<file path="config.mk">
export PLATFORM = sky130hd
export DESIGN_NAME = autobaud_detect
export DESIGN_NICKNAME = d
export VERILOG_FILES = /design/src/rtl/ab_pkg.sv /design/src/rtl/ab_pulse_timer.sv /design/src/rtl/ab_divisor_calc.sv /design/src/rtl/ab_ctrl.sv /design/src/rtl/autobaud_detect.sv
export SDC_FILE = /design/constraint.sdc
export NUM_CORES = 1
export LEC_CHECK = 0
export BUFFER_PORTS_ARGS = -buffer_cell sky130_fd_sc_hd__buf_2
export CAP_MARGIN = 20
export CORE_ASPECT_RATIO = 1.4
export CORE_MARGIN = 5
export CORE_UTILIZATION = 45
export CTS_CLUSTER_DIAMETER = 150
export DETAILED_ROUTE_END_ITERATION = 10
export MAX_ROUTING_LAYER = met4
export PLACE_DENSITY_LB_ADDON = 0.3
export SETUP_SLACK_MARGIN = 0.2
export SLEW_MARGIN = 10
export SYNTH_ARGS = -nofsm -noshare
export SYNTH_HDL_FRONTEND = slang
export SYNTH_SLANG_ARGS = --single-unit
export TNS_END_PERCENT = 50
</file>
<file path="constraint.sdc">
create_clock -name clk -period 4.9 [get_ports clk]
set_input_delay 0.245 -clock clk [delete_from_list [all_inputs] [get_ports clk]]
set_output_delay 0.245 -clock clk [all_outputs]
set_load 0.05 [all_outputs]
</file>
<file path="src/rtl/ab_pkg.sv">
// Package: shared types for the auto-baud detector.
// Assumes: nothing beyond IEEE 1800-2017.
package ab_pkg;

    // Sequencer states of the measurement controller
    typedef enum logic [2:0] {
        AB_OFF       = 3'd0,
        AB_WAIT_IDLE = 3'd1,
        AB_HUNT      = 3'd2,
        AB_MEASURE   = 3'd3,
        AB_DONE      = 3'd4
    } ab_state_e;

endpackage

</file>
<file path="src/rtl/ab_pulse_timer.sv">
// Module: saturating low-pulse width counter.
// What it does: a load sets the count to 1 (the first low sample); each
// increment adds one until all ones, after which a sticky flag records overflow.
// Assumes: load and inc are never both asserted.
module ab_pulse_timer #(
    parameter int CNT_W      = 16,
    parameter int GLITCH_MIN = 8
) (
    input  logic             clk,
    input  logic             rst_n,
    input  logic             load,
    input  logic             inc,
    output logic [CNT_W-1:0] cnt,
    output logic             sat,
    output logic             ge_min
);
    localparam logic [CNT_W-1:0] CNT_MAX = {CNT_W{1'b1}};
    localparam logic [CNT_W-1:0] MIN_VAL = CNT_W'(GLITCH_MIN);

    logic [CNT_W-1:0] cnt_q;
    logic             sat_q;

    // Count low cycles, saturating at all ones
    always_ff @(posedge clk) begin
        if (!rst_n) begin
            cnt_q <= '0;
            sat_q <= 1'b0;
        end else if (load) begin
            cnt_q <= CNT_W'(1);
            sat_q <= 1'b0;
        end else if (inc) begin
            if (cnt_q == CNT_MAX) begin
                sat_q <= 1'b1;
            end else begin
                cnt_q <= cnt_q + 1'b1;
            end
        end
    end

    // Glitch qualifier: pulse long enough to be a start bit
    always_comb begin
        ge_min = (cnt_q >= MIN_VAL);
    end

    assign cnt = cnt_q;
    assign sat = sat_q;
endmodule

</file>
<file path="src/rtl/ab_divisor_calc.sv">
// Module: combinational divisor from a measured width.
// What it does: divides by 2**OSR_LOG2 with round-to-nearest, forces a
// minimum of 1, and clips to DIV_W bits when the output is narrower.
// Assumes: OSR_LOG2 >= 1 and OSR_LOG2 < CNT_W.
module ab_divisor_calc #(
    parameter int CNT_W    = 16,
    parameter int DIV_W    = 16,
    parameter int OSR_LOG2 = 4
) (
    input  logic [CNT_W-1:0] width,
    output logic [DIV_W-1:0] divisor
);
    localparam int SUM_W = CNT_W + 1;
    localparam int QW    = SUM_W - OSR_LOG2;
    localparam logic [SUM_W-1:0] HALF = SUM_W'(1) << (OSR_LOG2 - 1);

    logic [SUM_W-1:0] sum;
    logic [QW-1:0]    quo;
    logic [QW-1:0]    quo_min1;

    // Rounded quotient with floor of one
    always_comb begin
        sum      = {1'b0, width} + HALF;
        quo      = QW'(sum >> OSR_LOG2);
        quo_min1 = (quo == '0) ? QW'(1) : quo;
    end

    generate
        if (DIV_W >= QW) begin : g_pad
            assign divisor = DIV_W'(quo_min1);
        end else begin : g_clip
            localparam logic [QW-1:0] DMAX = QW'({DIV_W{1'b1}});
            assign divisor = (quo_min1 > DMAX) ? {DIV_W{1'b1}} : DIV_W'(quo_min1);
        end
    endgenerate
endmodule

</file>
<file path="src/rtl/ab_ctrl.sv">
// Module: arming and measurement sequencer.
// What it does: arms on meas_en, waits for an idle-high line, starts on the
// first low sample, and on the return high either captures (long enough)
// or goes back to hunting (glitch). Disarms after one capture.
// Assumes: rx_in already synchronized to clk.
module ab_ctrl
    import ab_pkg::*;
(
    input  logic clk,
    input  logic rst_n,
    input  logic rx_in,
    input  logic meas_en,
    input  logic ge_min,
    output logic cnt_load,
    output logic cnt_inc,
    output logic cap
);
    ab_state_e state_q, state_d;

    // Next-state and counter control decode
    always_comb begin
        state_d  = state_q;
        cnt_load = 1'b0;
        cnt_inc  = 1'b0;
        cap      = 1'b0;
        if (!meas_en) begin
            state_d = AB_OFF;
        end else begin
            unique case (state_q)
                AB_OFF:       state_d = AB_WAIT_IDLE;
                AB_WAIT_IDLE: if (rx_in) state_d = AB_HUNT;
                AB_HUNT: begin
                    if (!rx_in) begin
                        state_d  = AB_MEASURE;
                        cnt_load = 1'b1;
                    end
                end
                AB_MEASURE: begin
                    if (!rx_in) begin
                        cnt_inc = 1'b1;
                    end else if (ge_min) begin
                        cap     = 1'b1;
                        state_d = AB_DONE;
                    end else begin
                        state_d = AB_HUNT;
                    end
                end
                AB_DONE:      state_d = AB_DONE;
                default:      state_d = AB_OFF;
            endcase
        end
    end

    // State register
    always_ff @(posedge clk) begin
        if (!rst_n) state_q <= AB_OFF;
        else        state_q <= state_d;
    end
endmodule

</file>
<file path="src/rtl/autobaud_detect.sv">
// Module: start-bit auto-baud detector (top).
// What it does: measures the first start-bit width in reference cycles,
// latches it with an overflow flag, raises an optional lock interrupt and
// optionally writes a rounded divisor with a one-cycle strobe.
// Assumes: rx_in synchronized to clk; first data bit after the start bit is 1.
module autobaud_detect #(
    parameter int CNT_W      = 16,
    parameter int DIV_W      = 16,
    parameter int OSR_LOG2   = 4,
    parameter int GLITCH_MIN = 8
) (
    input  logic             clk,
    input  logic             rst_n,
    input  logic             rx_in,
    input  logic             meas_en,
    input  logic             auto_prog_en,
    input  logic             lock_irq_en,
    output logic [CNT_W-1:0] baud_count,
    output logic             count_sat,
    output logic [DIV_W-1:0] div_value,
    output logic             div_wr,
    output logic             lock_irq
);
    logic             cnt_load, cnt_inc, cap_evt;
    logic [CNT_W-1:0] cnt_val;
    logic             cnt_sat, cnt_ge_min;
    logic [DIV_W-1:0] div_next;

    ab_ctrl u_ctrl (
        .clk      (clk),
        .rst_n    (rst_n),
        .rx_in    (rx_in),
        .meas_en  (meas_en),
        .ge_min   (cnt_ge_min),
        .cnt_load (cnt_load),
        .cnt_inc  (cnt_inc),
        .cap      (cap_evt)
    );

    ab_pulse_timer #(.CNT_W(CNT_W), .GLITCH_MIN(GLITCH_MIN)) u_timer (
        .clk    (clk),
        .rst_n  (rst_n),
        .load   (cnt_load),
        .inc    (cnt_inc),
        .cnt    (cnt_val),
        .sat    (cnt_sat),
        .ge_min (cnt_ge_min)
    );

    ab_divisor_calc #(.CNT_W(CNT_W), .DIV_W(DIV_W), .OSR_LOG2(OSR_LOG2)) u_div (
        .width   (cnt_val),
        .divisor (div_next)
    );

    // Capture register for the measured width and overflow flag
    always_ff @(posedge clk) begin
        if (!rst_n) begin
            baud_count <= '0;
            count_sat  <= 1'b0;
        end else if (cap_evt) begin
            baud_count <= cnt_val;
            count_sat  <= cnt_sat;
        end
    end

    // Automatic divisor write with single-cycle strobe
    always_ff @(posedge clk) begin
        if (!rst_n) begin
            div_value <= '0;
            div_wr    <= 1'b0;
        end else begin
            div_wr <= cap_evt && auto_prog_en;
            if (cap_evt && auto_prog_en) div_value <= div_next;
        end
    end

    // Lock interrupt: set on enabled capture, cleared while disarmed
    always_ff @(posedge clk) begin
        if (!rst_n)                       lock_irq <= 1'b0;
        else if (!meas_en)                lock_irq <= 1'b0;
        else if (cap_evt && lock_irq_en)  lock_irq <= 1'b1;
    end
endmodule

</file>
==> reports/qor.txt <==
Post-Synthesis Cells: 284
half-perimeter wire length after placement: 3941 µm
leakage power figure: 1.142 nW
top-level I/O count: 41
Synth Warn #: 0
sw frac: 0.2195
# hold bufs at CTS: 0
via count: 1940
CP Data Arrival Time: 2.74 ns
GR Layer Usage met3: 0.03265
Final WS setup: 2.406 ns
H-tree levels: 2
Tcrit/Tclk final: 0.5089
Worst-Skew Late Latency: 0.31 ns
worst path required time: 5.15 ns
CTS max path bufs: 2
via density per instance: 5.187
synthesized area: 2534 µm²
DR WL/cell: 14.45 µm
first-pass GRT wire length: 9059 µm
Die Ht: 98.78 µm
status: completed
postcts setup bufs: 0
Final Hold Vio Count: 0
share of cells above drive strength 1: 0.1601
CP max stage delay: 0.54 ns
Max Slew Vio Count: 0
total CTS buffers: 5
setup TNS: 0 ns
vias in the first global route: 1902
P&R area growth vs syn: 8.741%
fill count: 535
Die W: 73.42 µm
sw power: 0.0001528 W
DRT iter0 DRCs: 84
CTS tree: built
initial core utilization: 0.4619
post-synth top area share: 0.4109
final setup fails: 0
RSZ-0062 raised after global routing: no
DRT Pass-1 Iters: 6
GRT busiest layer: met2
Relative slew margins: 0.4407
post-synthesis sequential area ratio: 0.4109
M2 GR Usage: 0.2681
CP Launch Type: register
final net count: 314
Crit Path Category: reg2reg
Slowest cell on crit path: dfxtp_1
Antenna Nets Post-Route: 0
CP Cell Sequence: ha_1 -> and3_1 -> nand3_1 -> nor3_1 -> xor2_1 -> or4_1 -> a31oi_1
Row Count: 32
CP Max Fanout: 8
Final Power: 0.0006958 W
initial antenna violation count: 0
routing usage on met1: 0.1899
Worst VDD drop: 0.0001590 V
Ant. Diodes: 0
CTS Sinks: 52
grt ovf: 0
clock skew: 0.01429 ns
drt total wl: 5403 µm
GRT Resource Usage Total: 0.1624
cells resized by post-CTS repair: 0
Max Cap Viol: 0
GPL Wtd Cong: 0.9290
count of different cell masters after synthesis: 43
pwr dens: 252.6 nW/µm²
Synth Area per Inst: 8.921 µm²
Worst Setup End Kind: register
Seq pwr share: 0.609
FF+latch count, synth: 52
worst-margin pin slew: 0.8389 ns
clock-pin slew on the worst setup and hold paths: 0.10 ns
FMAX: 401.0 MHz
Worst Hold Class: in2reg
largest net degree at the start of global routing: 35
pre-CTS setup slack: 2.444 ns
die area: 7252 µm²
DRC viols: 0
Clock power frac: 0.364
Comb pwr share: 0.027
Root Driver: clkbuf_8
core footprint: 5485 µm²
Final min period: 2.494 ns
largest cells by area after synthesis: dfxtp_1 41%, mux2i_1 7.5%, xnor2_1 5.2%
area leader, netlist: dfxtp_1
Pint: 0.0005431 W
IO Port Bufs: 37
-- worst paths after layout --
path | startpoint | endpoint | slack [ns] | cells past startpoint
worst max-delay path | u_timer.cnt[3] | div_value[0] | 2.41 | 7
worst min-delay path | lock_irq_en | lock_irq | 0.17 | 3
worst max register to register | u_timer.cnt[3] | div_value[0] | 2.41 | 7
worst min register to register | u_timer.sat | u_timer.sat | 0.49 | 2
-- cell usage in the layout, fill, tap and decap left out, types with 2 or more instances in the layout --
master,n
dfxtp_1,52
nor4_1,2
and2_1,4
xor2_1,10
o22ai_1,2
inv_1,5
nand2_1,25
nor3_1,5
buf_2,37
ha_1,3
or3_1,3
a31oi_1,3
a21oi_1,11
and3_1,3
or4_1,2
o21ai_0,4
xnor2_1,15
conb_1,3
nor2b_1,20
nand3_1,7
o211a_1,10
nand4_1,5
nor2_1,32
clkbuf_8,6
mux2i_1,19
-- registers in the layout, indices dropped and copies added, names as in the netlist --
signal and cells:
div_wr 1, u_timer.sat 1, u_ctrl.state_q 3, div_value 13
u_timer.cnt 16, lock_irq 1, baud_count 16, count_sat 1
-- critical path: cells and delay by family, from the launching register on --
family                   cells  cell delay, ns
adder cells (fa/ha/maj)      1            0.32
XOR/XNOR                     1            0.13
flip-flops                   1            0.54
AO/OA/AOI/OAI                1            0.16
AND/OR/NAND/NOR              4            1.27
-- synthesized netlist by cell type (all sizes together) --
master   number
or4           2
nor2b        20
a211oi        1
nor2         33
inv           5
nand3         8
o21a          1
ha            3
o31ai         1
nor4          3
and4bb        1
nand2b        1
or2b          1
o211a        10
nand2        25
nor3          5
and2          4
nor4b         1
and3          3
o22ai         2
dfxtp        52
nand4         6
clkbuf        7
xor2         10
conb          1
a31oi         3
or3           3
mux2i        19
xnor2        15
o21ai         4
a21boi        1
and2b         1
and4          1
buf          19
a21oi        11
o2111ai       1
-- per-stage QoR --
step / hold slack, ns / instances / util / instance area, µm²
final: 0.1678 / 374 / 0.5023 / 2755
after global routing: 0.1895 / 374 / 0.5023 / 2755
after CTS: 0.1578 / 374 / 0.5023 / 2755
after detailed placement: 0.4792 / 366 / 0.4852 / 2661
after global placement: 0.4517 / 366 / 0.4852 / 2661
after floorplan: 0.3833 / 286 / - / 2541
-- power by group through the flow --
stage               logic [W]  registers, W  clock network, W
floorplan           0.0000157      0.000433                 0
global placement    0.0000187      0.000434                 0
detailed placement  0.0000187      0.000434                 0
CTS                 0.0000188      0.000424          0.000267
global route        0.0000203      0.000424          0.000279
finish              0.0000186      0.000424          0.000254
-- metal layers --
layer	vias up	share of wire
li1	992	-
met1	896	0.44
met2	40	0.49
met3	12	0.041
met4	0	0.028
met5	-	0
-- final cells by class --
cell class	instances	area, µm²	share of cell area
Multi-Input combinational cell	203	1324	0.4805
Sequential cell	52	1041	0.3778
Timing Repair Buffer	38	192.7	0.06994
Clock buffer	7	86.33	0.03134
Tap cell	68	85.08	0.03088
Inverter	5	18.77	0.006812
Clock inverter	1	7.507	0.002725
-- cells by family (layout without fill, tap and decap cells) --
| kind of cell | Yosys count | after routing | share of synthesized area |
|---|---|---|---|
| simple gates | 118 | 118 | 0.2449 |
| flops | 52 | 52 | 0.4109 |
| compound gates | 35 | 35 | 0.09680 |
| buf+inv | 31 | 51 | 0.06963 |
| xor+xnor | 25 | 25 | 0.08642 |
| mux | 19 | 19 | 0.07506 |
| fa+ha+maj | 3 | 3 | 0.01482 |
| other cells | 1 | 3 | 0.001480 |
Note: power is estimated with default switching activity, not from simulation.
